`config.mk`:
```
export PLATFORM = sky130hd
export DESIGN_NAME = tag_picker
export DESIGN_NICKNAME = d
export VERILOG_FILES = /design/src/rtl/tp_pkg.sv /design/src/rtl/tp_lfsr.sv /design/src/rtl/tp_mask.sv /design/src/rtl/tp_select.sv /design/src/rtl/tag_picker.sv
export SDC_FILE = /design/constraint.sdc
export NUM_CORES = 1
export LEC_CHECK = 0
export BUFFER_PORTS_ARGS = -buffer_cell sky130_fd_sc_hd__buf_2
export CAP_MARGIN = 5
export CELL_PAD_IN_SITES_DETAIL_PLACEMENT = 2
export CELL_PAD_IN_SITES_GLOBAL_PLACEMENT = 2
export CORE_MARGIN = 1
export CORE_UTILIZATION = 37
export DETAILED_ROUTE_END_ITERATION = 8
export HOLD_SLACK_MARGIN = 0.02
export PLACE_DENSITY_LB_ADDON = 0.2
export SKIP_LAST_GASP = 1
export SYNTH_ARGS = -nofsm -noshare
export SYNTH_HDL_FRONTEND = slang
export SYNTH_SLANG_ARGS = --single-unit
```
`constraint.sdc`:
```
create_clock -name clk -period 16.8 [get_ports clk]
set_input_delay 0.84 -clock clk [delete_from_list [all_inputs] [get_ports clk]]
set_output_delay 0.84 -clock clk [all_outputs]
set_load 0.01 [all_outputs]
```
`src/rtl/tp_pkg.sv`:
```
`timescale 1ns/1ps
package tp_pkg;
    localparam int TAG_W    = 4;
    localparam int NUM_TAGS = 1 << TAG_W;
    localparam int CNT_W    = $clog2(NUM_TAGS + 1);
    localparam int LFSR_W   = 16;
    localparam int RND_W    = 8;

    typedef struct packed {
        logic                vld;
        logic [NUM_TAGS-1:0] allowed;
        logic [CNT_W-1:0]    cnt;
        logic [RND_W-1:0]    rnd;
        logic [TAG_W-1:0]    fallback;
    } pick_s;

    typedef struct packed {
        logic             vld;
        logic [TAG_W-1:0] tag;
        logic             err;
    } res_s;

    typedef struct packed {
        pick_s pick;
        res_s  res;
    } state_s;
endpackage

```
`src/rtl/tp_lfsr.sv`:
```
`timescale 1ns/1ps
module tp_lfsr #(
    parameter int          W        = 16,
    parameter logic [W-1:0] TAPS     = 16'hB400,
    parameter logic [W-1:0] FALLBACK = 16'hACE1
) (
    input  logic         clk,
    input  logic         rst_n,
    input  logic [W-1:0] seed_i,
    output logic [W-1:0] state_o
);
    logic [W-1:0] lfsr_d, lfsr_q;

    always_comb begin
        lfsr_d = {lfsr_q[W-2:0], ^(lfsr_q & TAPS)};
    end

    always_ff @(posedge clk) begin
        if (!rst_n) lfsr_q <= (seed_i == '0) ? FALLBACK : seed_i;
        else        lfsr_q <= lfsr_d;
    end

    assign state_o = lfsr_q;
endmodule

```
`src/rtl/tp_mask.sv`:
```
`timescale 1ns/1ps
module tp_mask
    import tp_pkg::*;
(
    input  logic [NUM_TAGS-1:0] static_i,
    input  logic                dyn_en_i,
    input  logic [TAG_W-1:0]    prev_i,
    input  logic [TAG_W-1:0]    left_i,
    input  logic [TAG_W-1:0]    right_i,
    output logic [NUM_TAGS-1:0] allowed_o,
    output logic [CNT_W-1:0]    cnt_o,
    output logic [TAG_W-1:0]    fallback_o
);
    localparam logic [NUM_TAGS-1:0] ONE = {{(NUM_TAGS-1){1'b0}}, 1'b1};

    logic [NUM_TAGS-1:0] excl;

    always_comb begin
        excl = static_i;
        if (dyn_en_i) excl = excl | (ONE << prev_i) | (ONE << left_i) | (ONE << right_i);
        allowed_o = ~excl;

        cnt_o = '0;
        for (int i = 0; i < NUM_TAGS; i++) cnt_o = cnt_o + CNT_W'(allowed_o[i]);

        fallback_o = '0;
        for (int i = NUM_TAGS - 1; i >= 0; i--)
            if (!static_i[i]) fallback_o = TAG_W'(i);
    end
endmodule

```
`src/rtl/tp_select.sv`:
```
`timescale 1ns/1ps
module tp_select
    import tp_pkg::*;
(
    input  logic [NUM_TAGS-1:0] allowed_i,
    input  logic [CNT_W-1:0]    cnt_i,
    input  logic [RND_W-1:0]    rnd_i,
    output logic [TAG_W-1:0]    tag_o
);
    logic [RND_W-1:0] cnt_ext;
    logic [RND_W-1:0] idx;
    logic [CNT_W-1:0] seen;

    always_comb begin
        cnt_ext = RND_W'(cnt_i);
        idx     = (cnt_i == '0) ? '0 : (rnd_i % cnt_ext);
        seen    = '0;
        tag_o   = '0;
        for (int i = 0; i < NUM_TAGS; i++) begin
            if (allowed_i[i]) begin
                if (RND_W'(seen) == idx) tag_o = TAG_W'(i);
                seen = seen + 1'b1;
            end
        end
    end
endmodule

```
`src/rtl/tag_picker.sv`:
```
`timescale 1ns/1ps
module tag_picker
    import tp_pkg::*;
#(
    parameter logic [LFSR_W-1:0] SEED_FALLBACK = 16'hACE1,
    parameter logic [LFSR_W-1:0] LFSR_TAPS     = 16'hB400
) (
    input  logic                clk,
    input  logic                rst_n,
    input  logic [LFSR_W-1:0]   seed_i,
    input  logic                req_i,
    input  logic [TAG_W-1:0]    prev_tag_i,
    input  logic [TAG_W-1:0]    left_tag_i,
    input  logic [TAG_W-1:0]    right_tag_i,
    input  logic [NUM_TAGS-1:0] static_excl_i,
    input  logic                dyn_en_i,
    output logic [TAG_W-1:0]    tag_o,
    output logic                tag_vld_o,
    output logic                empty_err_o
);
    state_s              st_d, st_q;
    logic [LFSR_W-1:0]   lfsr_q;
    logic [NUM_TAGS-1:0] allowed_w;
    logic [CNT_W-1:0]    cnt_w;
    logic [TAG_W-1:0]    fallback_w;
    logic [TAG_W-1:0]    sel_tag_w;

    tp_lfsr #(.W(LFSR_W), .TAPS(LFSR_TAPS), .FALLBACK(SEED_FALLBACK)) u_lfsr (
        .clk     (clk),
        .rst_n   (rst_n),
        .seed_i  (seed_i),
        .state_o (lfsr_q)
    );

    tp_mask u_mask (
        .static_i   (static_excl_i),
        .dyn_en_i   (dyn_en_i),
        .prev_i     (prev_tag_i),
        .left_i     (left_tag_i),
        .right_i    (right_tag_i),
        .allowed_o  (allowed_w),
        .cnt_o      (cnt_w),
        .fallback_o (fallback_w)
    );

    tp_select u_sel (
        .allowed_i (st_q.pick.allowed),
        .cnt_i     (st_q.pick.cnt),
        .rnd_i     (st_q.pick.rnd),
        .tag_o     (sel_tag_w)
    );

    always_comb begin
        st_d = st_q;
        // stage 1: capture the allowed set and the entropy of the request cycle
        st_d.pick.vld      = req_i;
        st_d.pick.allowed  = allowed_w;
        st_d.pick.cnt      = cnt_w;
        st_d.pick.rnd      = lfsr_q[RND_W-1:0];
        st_d.pick.fallback = fallback_w;
        // stage 2: fold the entropy onto the allowed set
        st_d.res.vld = st_q.pick.vld;
        st_d.res.tag = '0;
        st_d.res.err = 1'b0;
        if (st_q.pick.vld) begin
            if (st_q.pick.cnt == '0) begin
                st_d.res.tag = st_q.pick.fallback;
                st_d.res.err = 1'b1;
            end else begin
                st_d.res.tag = sel_tag_w;
            end
        end
    end

    always_ff @(posedge clk) begin
        if (!rst_n) st_q <= '0;
        else        st_q <= st_d;
    end

    assign tag_o       = st_q.res.tag;
    assign tag_vld_o   = st_q.res.vld;
    assign empty_err_o = st_q.res.err;
endmodule

```
# [After elaboration in Yosys (flattened, before gate mapping)]
# Cells that the tools add are included.
[word_totals] in_bits=48 latch_bits=0 regBits=56 ram_bits=0 mem_bits_ro=0 memories=0
[op_classes] multipliers=0 order_cmp=0 n_bitwise=4 add_sub_neg=29 n_eq_ne=15 n_div=1 shift=3 reduce_logical=8 n_mux=66
[ops] cell="2-to-1 mux 4 bit" n=38
[ops] cell="== test 5 x 8 -> 1 bit" n=14
[ops] cell="adder 5 x 1 -> 5 bit" n=14
[ops] cell="2-to-1 mux 5 bit" n=14
[ops] cell="adder 5 x 1 -> 5 bit, second input constant" n=13
[ops] cell="2-to-1 mux 16 bit" n=3
[ops] cell="OR 16 bit" n=3
[ops] cell="<< shifter 1 x 4 -> 16 bit, first input constant" n=3
[ops] cell="logical NOT 16 bit" n=1
[ops] cell="NOT 16 bit" n=1
[ops] cell="XOR reduction 16 bit" n=1
[ops] cell="2-to-1 mux 3 bit" n=4
[ops] cell="AND reduction 9 bit" n=1
[ops] cell="== test 1 x 8 -> 1 bit" n=1
[ops] cell="remainder unit 8 x 5 -> 8 bit" n=1
[ops] cell="2-to-1 mux 8 bit" n=1
[ops] cell="logical NOT 5 bit" n=1
[ops] cell="AND reduction 5 bit" n=1
[ops] cell="2-to-1 mux 1 bit" n=4
[ops] cell="2-to-1 mux 2 bit" n=2
[ops] cell="AND reduction 2 bit" n=2
[ops] cell="AND reduction 3 bit" n=1
[ops] cell="adder 1 x 1 -> 2 bit" n=1
[ops] cell="adder 1 x 1 -> 2 bit, second input constant" n=1

# [Logic depth before layout (Yosys ltp)]
# Gate-level depths: netlist (run 1).
[logic_depth] ltp_word=34 ltp_mapped=61 ltp_nobuf=58

# [Hierarchy]
# From an unflattened synthesis (run 1), not the netlist that was laid out.
[unflattened] hier_cells=898 area_unflattened_um2=7449.6
[modules_own_cells] mod="tp_select" area_each_um2=4520.6 instances=1 seq_area_each_um2=0.0 cells_each=586
[modules_own_cells] mod="tag_picker" area_each_um2=1219.9 instances=1 seq_area_each_um2=800.8 cells_each=99
[modules_own_cells] mod="tp_mask" area_each_um2=1066.0 instances=1 seq_area_each_um2=0.0 cells_each=156
[modules_own_cells] mod="tp_lfsr" area_each_um2=643.1 instances=1 seq_area_each_um2=320.3 cells_each=57

# [Least setup slack after synthesis (run 1)]
# Ideal clock, no wire load.
[synth_timing] path_kind="flip-flop to flip-flop" startpoint="register st_q[20] (netlist name)" endpoint="register st_q (netlist bit tag_o[0])" setup_ns=0.066 path_stages_with_launch=59 required_ns=16.734 arrival_time_ns=12.246 period_less_slack_ns=12.312 slack_ns=4.488 path_cell_list="dfxtp_1 -> or3_1 -> buf_2 -> nor2_1 -> a21oi_1 -> a21oi_1 -> ha_1 -> or4b_4 -> a31oi_2 -> o22ai_2 -> ha_1 -> nor3b_2 -> a41oi_2 -> a21o_1 -> a22o_1 -> ha_1 -> a21oi_1 -> a21boi_0 -> [23 not listed] -> nand2_1 -> nand2_1 -> o21ai_0 -> ha_1 -> nor2b_1 -> o21ai_0 -> nand2b_1 -> o21ai_0 -> o211ai_4 -> nor4b_1 -> o211a_1 -> nor2_8 -> xnor3_1 -> or4_4 -> a2111oi_4 -> a311oi_1 -> a21o_1 -> a21oi_2"
[synth_between] elab_chain_len=34 word_cells_on_any_way=49
[synth_rtl] item="from (decl)" line_no="tag_picker.sv:21" text="state_s st_d, st_q;"
[synth_rtl] item="from (signal assigned)" line_no="tag_picker.sv:77" text="else st_q <= st_d;"
[synth_rtl] item="remainder unit 8 x 5 -> 8 bit / logical NOT 5 bit (equally long branches)" line_no="tp_select.sv:16, tag_picker.sv:66"
[synth_rtl] item="2-to-1 mux 8 bit" line_no="tp_select.sv:16" text="idx = (cnt_i == '0) ? '0 : (rnd_i % cnt_ext);"
[synth_rtl] item="== test 1 x 8 -> 1 bit" line_no="tp_select.sv:21" text="if (RND_W'(seen) == idx) tag_o = TAG_W'(i);"
[synth_rtl] item="2-to-1 mux 1 bit" line_no="tp_select.sv:21"
[synth_rtl] item="2-to-1 mux 4 bit" line_no="tp_select.sv:20" text="if (allowed_i[i]) begin"
[synth_rtl] item="2-to-1 mux 4 bit" line_no="tp_select.sv:21"
[synth_rtl] item="2-to-1 mux 4 bit" line_no="tp_select.sv:20"
[synth_rtl] item="2-to-1 mux 4 bit" line_no="tp_select.sv:21"
[synth_rtl] item="[18 not listed]"
[synth_rtl] item="2-to-1 mux 4 bit" line_no="tp_select.sv:20"
[synth_rtl] item="2-to-1 mux 4 bit" line_no="tp_select.sv:21"
[synth_rtl] item="2-to-1 mux 4 bit" line_no="tp_select.sv:20"
[synth_rtl] item="2-to-1 mux 4 bit" line_no="tp_select.sv:21"
[synth_rtl] item="2-to-1 mux 4 bit" line_no="tp_select.sv:20"
[synth_rtl] item="2-to-1 mux 4 bit" line_no="tp_select.sv:21"
[synth_rtl] item="2-to-1 mux 4 bit" line_no="tp_select.sv:20"
[synth_rtl] item="2-to-1 mux 4 bit (*)" line_no="tag_picker.sv:66" text="if (st_q.pick.cnt == '0) begin"
# Every way passes the cells marked *; elsewhere a longest branch is shown, timed or not.
# A chain may end at the register's enable or synchronous reset.

# [Final worst setup path (run 1)]
[layout_timing] startpoint="register st_q[20] (netlist name)" endpoint="register st_q (netlist bit tag_o[1])"
[layout_between] elab_chain_len=32 word_cells_on_any_way=46
[layout_rtl] item="remainder unit 8 x 5 -> 8 bit / logical NOT 5 bit (equally long branches)" line_no="tp_select.sv:16, tag_picker.sv:66"
[layout_rtl] item="2-to-1 mux 8 bit" line_no="tp_select.sv:16"
[layout_rtl] item="== test 5 x 8 -> 1 bit" line_no="tp_select.sv:21"
[layout_rtl] item="2-to-1 mux 4 bit" line_no="tp_select.sv:21"
[layout_rtl] item="2-to-1 mux 4 bit" line_no="tp_select.sv:20"
[layout_rtl] item="2-to-1 mux 4 bit" line_no="tp_select.sv:21"
[layout_rtl] item="2-to-1 mux 4 bit" line_no="tp_select.sv:20"
[layout_rtl] item="2-to-1 mux 4 bit" line_no="tp_select.sv:21"
[layout_rtl] item="[16 not listed]"
[layout_rtl] item="2-to-1 mux 4 bit" line_no="tp_select.sv:20"
[layout_rtl] item="2-to-1 mux 4 bit" line_no="tp_select.sv:21"
[layout_rtl] item="2-to-1 mux 4 bit" line_no="tp_select.sv:20"
[layout_rtl] item="2-to-1 mux 4 bit" line_no="tp_select.sv:21"
[layout_rtl] item="2-to-1 mux 4 bit" line_no="tp_select.sv:20"
[layout_rtl] item="2-to-1 mux 4 bit" line_no="tp_select.sv:21"
[layout_rtl] item="2-to-1 mux 4 bit" line_no="tp_select.sv:20"
[layout_rtl] item="2-to-1 mux 4 bit (*)" line_no="tag_picker.sv:66"
# Marked as above.

==> results of run 1 <==
==> registers in the layout, summed over array words and instances (netlist names) <==
register	cells
empty_err_o	1
st_d	1
st_q	33
tag_o	4
tag_vld_o	1
u_lfsr.state_o	16
==> synth_stat cells, drive strengths merged, types with 4 or more instances <==
master / instances / area, um2
a211oi: 6 / 57.6
a21o: 17 / 128
a21oi: 49 / 253
a22oi: 7 / 52.6
a311oi: 4 / 52.6
a31oi: 11 / 75.1
and2: 26 / 163
and3: 5 / 31.3
buf: 15 / 88.8
clkbuf: 17 / 63.8
dfxtp: 56 / 1120
fa: 11 / 220
ha: 50 / 626
inv: 54 / 203
mux2: 6 / 67.6
mux2i: 13 / 138
nand2: 89 / 334
nand2b: 13 / 88.8
nand3: 41 / 205
nand4: 11 / 68.8
nor2: 56 / 236
nor2b: 21 / 131
nor3: 24 / 130
nor3b: 7 / 62.6
nor4: 12 / 111
o211a: 4 / 40.0
o211ai: 9 / 81.3
o21a: 8 / 60.1
o21ai: 41 / 205
o21bai: 4 / 30.0
o22a: 6 / 52.6
o22ai: 6 / 43.8
o41ai: 4 / 42.6
or2: 9 / 56.3
or3: 12 / 75.1
xnor2: 76 / 681
xnor3: 4 / 90.1
xor2: 27 / 282
==> worst min-delay path: stages, from the launching register on <==
cell and delay (ns):
dfxtp_1 0.31, inv_1 0.07, nor2_1 0.04
==> area by class of cell <==
cell class / instances / area, um2 / share of cell area
Clock buffer: 5 / 125 / 0.0165
Clock inverter: 3 / 28.8 / 0.00379
Inverter: 54 / 203 / 0.0267
Multi-Input combinational cell: 742 / 5530 / 0.728
Sequential cell: 56 / 1120 / 0.148
Tap cell: 229 / 287 / 0.0378
Timing Repair Buffer: 57 / 295 / 0.0389
==> per-stage QoR <==
step | utilization | cells | area, um2
floorplan | - | 884 | 7000
finish | 0.415 | 1146 | 7580
global route | 0.415 | 1146 | 7580
detailed placement | 0.407 | 1138 | 7430
CTS | 0.415 | 1146 | 7580
global placement | 0.407 | 1138 | 7430
==> per-layer routing <==
layer	routed length, um	up-vias
met3	456	28
met1	11300	3360
met5	0	-
met4	351	0
met2	11700	114
li1	-	3238
==> cell families (layout without fill, tap and decap cells) <==
group | count (synthesis) | in the layout
compound gates | 211 | 211
xor+xnor | 109 | 109
fa+ha+maj | 61 | 61
buf+inv | 86 | 119
flops | 56 | 56
mux | 20 | 20
simple gates | 341 | 341
==> final timing paths <==
path / startpoint / endpoint / slack (ns) / cells after the start
hold reg to reg: u_lfsr.state_o[5] / st_q[15] / 0.45 / 2
hold / removal: u_lfsr.state_o[5] / st_q[15] / 0.45 / 2
setup / recovery: st_q[20] / tag_o[1] / 2.05 / 56
setup reg to reg: st_q[20] / tag_o[1] / 2.05 / 56
==> impl_results.md, run 1 <==
* Routed WL at between 20000 and 25000 um
* Synth Area in Compound Gates at 0.217
* Hold slack final at about 0.45 ns
* Final worst slack at 2.05 ns
* Final ANT Viol Nets at 0
* GRT Total Usage at 0.251
* Global routing's busiest layer: met2
* Largest family of logic cells by synthesized area: simple AND/OR/NAND/NOR gates
* GRT Residual Overflow at 0
* Req. time, crit path at 17.03 ns
* EDFF count, synth at 0
* H-tree depth at 2
* Number of buffers added for setup after CTS at 0
* Routed WL per cell at around 21 um
* Initial Util at 0.383
* First-pass GRT wire length at 39300 um
* Post-DP HPWL at slightly below 20000 um
* Vias per cell at between 5 and 6
* Share of cells above drive strength 1 at 0.130
* Via Count at ~6700
* Clock latency on the worst-skew pair at 0.29 ns
* Sink Count at 56
* CP Launch Type: flip-flop
* Fill cells at about 2100
* Area delta synth->final at 8.33%
* Yosys reg bits at 56
* Worst Path Arrival at 14.98 ns
* TritonCTS clock tree: done
* Vias in the first global route at 7541
* Hold_buf cts at 0
* Die width at approximately 140 um
* Largest net degree at the start of global routing at 31
* Worst path bufs/invs at 3
* Crit share post-route at 0.878
* Row Count at between 40 and 50
* Worst setup path category: reg -> reg
* Most used cell, CP: ha_1
* Met2 Track Usage GR at 0.450
* Final nets at between 1000 and 1500
* Main flop type after synthesis: dfxtp_1
* CTS clk-pin slew, worst paths at about 0.08 ns
* Instance count of the mapped netlist at 884
* Hold crit path type: reg -> reg
* Crit path time final at roughly 15 ns
* Core area at between 15000 and 20000 um2
* Cts bufs inserted at 5
* Net Count, Synth at 993
* Buffers on Ports at 53
* Post-synthesis mux area share at 0.0325
* Synth unique cells at between 90 and 100
* Met1 usage at 0.328
* Initial drt markers at about 180
* Critical path's top delay family: compound AO/OA/AOI/OAI gates
* Synth Warn # at 0
* Root buf cell: clkbuf_16
* Commonest non-fill, non-tap cells in the layout: nand2_1 (89), xnor2_1 (74), dfxtp_1 (56)
* Dpl ws at approximately 2.2 ns
* Max Buffers Root-to-Sink at 2
* Post-synthesis simple-gate area fraction at 0.262
* Setup TNS at 0 ns
* Max Slew Vio Count at 0
* Slew HR at 0.367
* Mean Syn Cell Area at 7.92 um2
* Actual slew at the worst max-slew pin at 0.948 ns
* Clk_skew at ~0.0052 ns
* Max Fanout on Critical Path at 17
* Peak Freq at ~68 MHz
* Sequential share of the synthesized area at 0.160
* Final Hold Vio Count at 0
* CP peak stage delay at ~0.73 ns
* ANT cells at 0
* RSZ-0062 raised after global routing: no
* Cts repair resizes at 0
* DRC Markers at 0
* Setup Viol. Count Final at 0
* I/O pin count at 54
* Die area at around 19000 um2
* Most common cell after layout, fill and taps aside: nand2_1
* TritonRoute pass-1 iters at 4
* Xor/xnor share of the synthesized area at 0.157
* GP Congestion at 0.885
* Post-Syn Area at between 7000 and 8000 um2
* Die H at around 140 um
* Critical Path Sink Type: flip-flop
* Asr flop ratio synth at 0
* Max Cap Viol at 0
* Initial antenna violation count at 0
* Post-synthesis adder-cell area fraction at 0.121
* Status: finished, final reports clean
* Routing usage on met3 at 0.0179
* Slowest CP cell: nor2_2
Power of run 1 is not shown: default switching activity piles up to over one toggle a cycle in this logic, so the estimate is an artifact.
==> run 2: changes to the inputs <==
BUFFER_PORTS_ARGS = -buffer_cell sky130_fd_sc_hd__buf_4   (was -buffer_cell sky130_fd_sc_hd__buf_2)
CAP_MARGIN = not set   (was 5)
CORE_MARGIN = not set   (was 1)
==> impl_results.md, run 2 (synthesis gave the netlist of run 1 again) <==
* GRT Total Usage at 0.255 (was 0.251)
* CP Launch Type: flip-flop (unchanged)
* Depth of the worst hold-timing path at 2 (unchanged)
* FF-to-FF setup slack at 1.67 ns (was 2.05 ns)
* Die area at 19500 um2 (unchanged)
* Actual slew at the worst max-slew pin at 0.961 ns (was 0.948 ns)
* Largest net degree at the start of global routing at 31 (unchanged)
* Max Slew Vio Count at 0 (unchanged)
* DRC Markers at 0 (unchanged)
* TritonRoute pass-1 iters at 5 (was 4)
* R2R cell count at 56 (unchanged)
* Biggest register: st_q (unchanged)
* Hold crit path type: reg -> reg (unchanged)
* Area delta synth->final at 10.2% (was 8.33%)
* Routed WL per cell at 21.6 um (was 20.7 um)
* Crit path time final at 15.13 ns (was 14.75 ns)
* Req. time, crit path at 17.03 ns (about the same)
* Max Fanout on Critical Path at 17 (unchanged)
* GRT Residual Overflow at 0 (unchanged)
* First-pass GRT wire length at 39600 um (was 39300 um)
* Via Count at 6737 (was 6740)
* Routed WL at 24700 um (was 23800 um)
* Worst hold endpoint: st_q[15] (unchanged)
* Crit share post-route at 0.901 (was 0.878)
* Root buf cell: clkbuf_16 (unchanged)
* Cts repair resizes at 0 (unchanged)
* Vias in the first global route at 7557 (was 7541)
* Most used cell, CP: ha_1 (unchanged)
* Max Buffers Root-to-Sink at 2 (unchanged)
* Status: finished, final reports clean (unchanged)
* CP peak stage delay at 0.72 ns (was 0.73 ns)
* Initial drt markers at 198 (was 179)
* CTS clk-pin slew, worst paths at 0.08 ns (about the same)
* Clk_skew at 0.00909 ns (was 0.00518 ns)
* Worst Path Arrival at 15.36 ns (was 14.98 ns)
* Max Cap Viol at 0 (unchanged)
* RR Endpoint: tag_o[1] (unchanged)
* I/O pin count at 54 (unchanged)
* Share of cells above drive strength 1 at 0.130 (unchanged)
* Slowest CP cell: nor2_2 (unchanged)
* Final nets at 1025 (unchanged)
* Slew HR at 0.358 (was 0.367)
* Sink Count at 56 (unchanged)
* Commonest non-fill, non-tap cells in the layout: nand2_1 (89), xnor2_1 (74), buf_4 (57), dfxtp_1 (56) (was nand2_1 (89), xnor2_1 (74), dfxtp_1 (56))
* Worst Min Path Start: u_lfsr.state_o[5] (unchanged)
* Number of flip-flops in the largest register at 33 (unchanged)
* Peak Freq at 66.1 MHz (was 67.8 MHz)
* Core area at 18300 um2 (unchanged)
* Die H at 140 um (unchanged)
* Final ANT Viol Nets at 0 (unchanged)
* Hold_buf cts at 0 (unchanged)
* R2R Path Start: st_q[20] (unchanged)
* Fill cells at 2124 (was 2140)
* Cts bufs inserted at 5 (unchanged)
* Post-DP HPWL at 20200 um (was 19800 um)
* Initial Util at 0.383 (unchanged)
* Worst setup path category: reg -> reg (unchanged)
* Vias per cell at 5.88 (about the same)
* Buffers on Ports at 53 (unchanged)
* GP Congestion at 0.884 (was 0.885)
* Setup TNS at 0 ns (unchanged)
* Row Count at 49 (unchanged)
* Setup Viol. Count Final at 0 (unchanged)
* Final Hold Vio Count at 0 (unchanged)
* Most common cell after layout, fill and taps aside: nand2_1 (unchanged)
* H-tree depth at 2 (unchanged)
* Number of buffers added for setup after CTS at 0 (unchanged)
* ANT cells at 0 (unchanged)
* Die width at 140 um (unchanged)
* Initial antenna violation count at 0 (unchanged)
* Clock latency on the worst-skew pair at 0.30 ns (was 0.29 ns)
* TritonCTS clock tree: done (unchanged)
* Critical Path Sink Type: flip-flop (unchanged)
* RSZ-0062 raised after global routing: no (unchanged)
-- run 2: metal layers --
layer  up-vias  share of wire  track usage  wire length [um]
li1       3228              -            -                 -
met1      3378           0.46        0.317             11400
met2       102           0.50        0.468             12400
met3        29          0.020       0.0237               505
met4         0          0.018       0.0671               455
met5         -              0            0                 0
-- run 2: worst max-delay path by stage --
stage	from	to	slack, ns	cells after the start
2_1_floorplan	st_q[20]	tag_o[0]	4.49	58
3_5_place_dp	st_q[20]	tag_o[1]	2.01	56
6_report	st_q[20]	tag_o[1]	1.67	56
4_1_cts	st_q[20]	tag_o[1]	1.71	56
3_3_place_gp	st_q[20]	tag_o[1]	3.15	56
5_1_grt	st_q[20]	tag_o[1]	0.57	55
-- run 2: stage by stage --
stage,util,hold slack [ns],worst slack [ns],area (um2),instances
floorplan,-,0.410,4.49,7000,884
global placement,0.414,0.429,3.15,7560,1138
detailed placement,0.414,0.437,2.01,7560,1138
CTS,0.422,0.449,1.71,7720,1146
global route,0.422,0.463,0.572,7720,1146
finish,0.422,0.446,1.67,7720,1146
-- run 2: worst max-delay path: cells and delay by family, from the launching register on --
family / cells / cell delay, ns
AND/OR/NAND/NOR: 17 / 5.13
AO/OA/AOI/OAI: 28 / 6.57
adder cells (fa/ha/maj): 7 / 2.27
flip-flops: 1 / 0.33
buffers and inverters: 3 / 0.36
multiplexers: 1 / 0.37
-- run 2: cell type report --
cell class	count	area [um2]	area share
Tap cell	229	287	0.0371
Sequential cell	56	1120	0.145
Inverter	54	203	0.0263
Clock buffer	5	125	0.0162
Timing Repair Buffer	57	428	0.0554
Clock inverter	3	28.8	0.00373
Multi-Input combinational cell	742	5530	0.716
Power of run 2 is left out for the same reason.
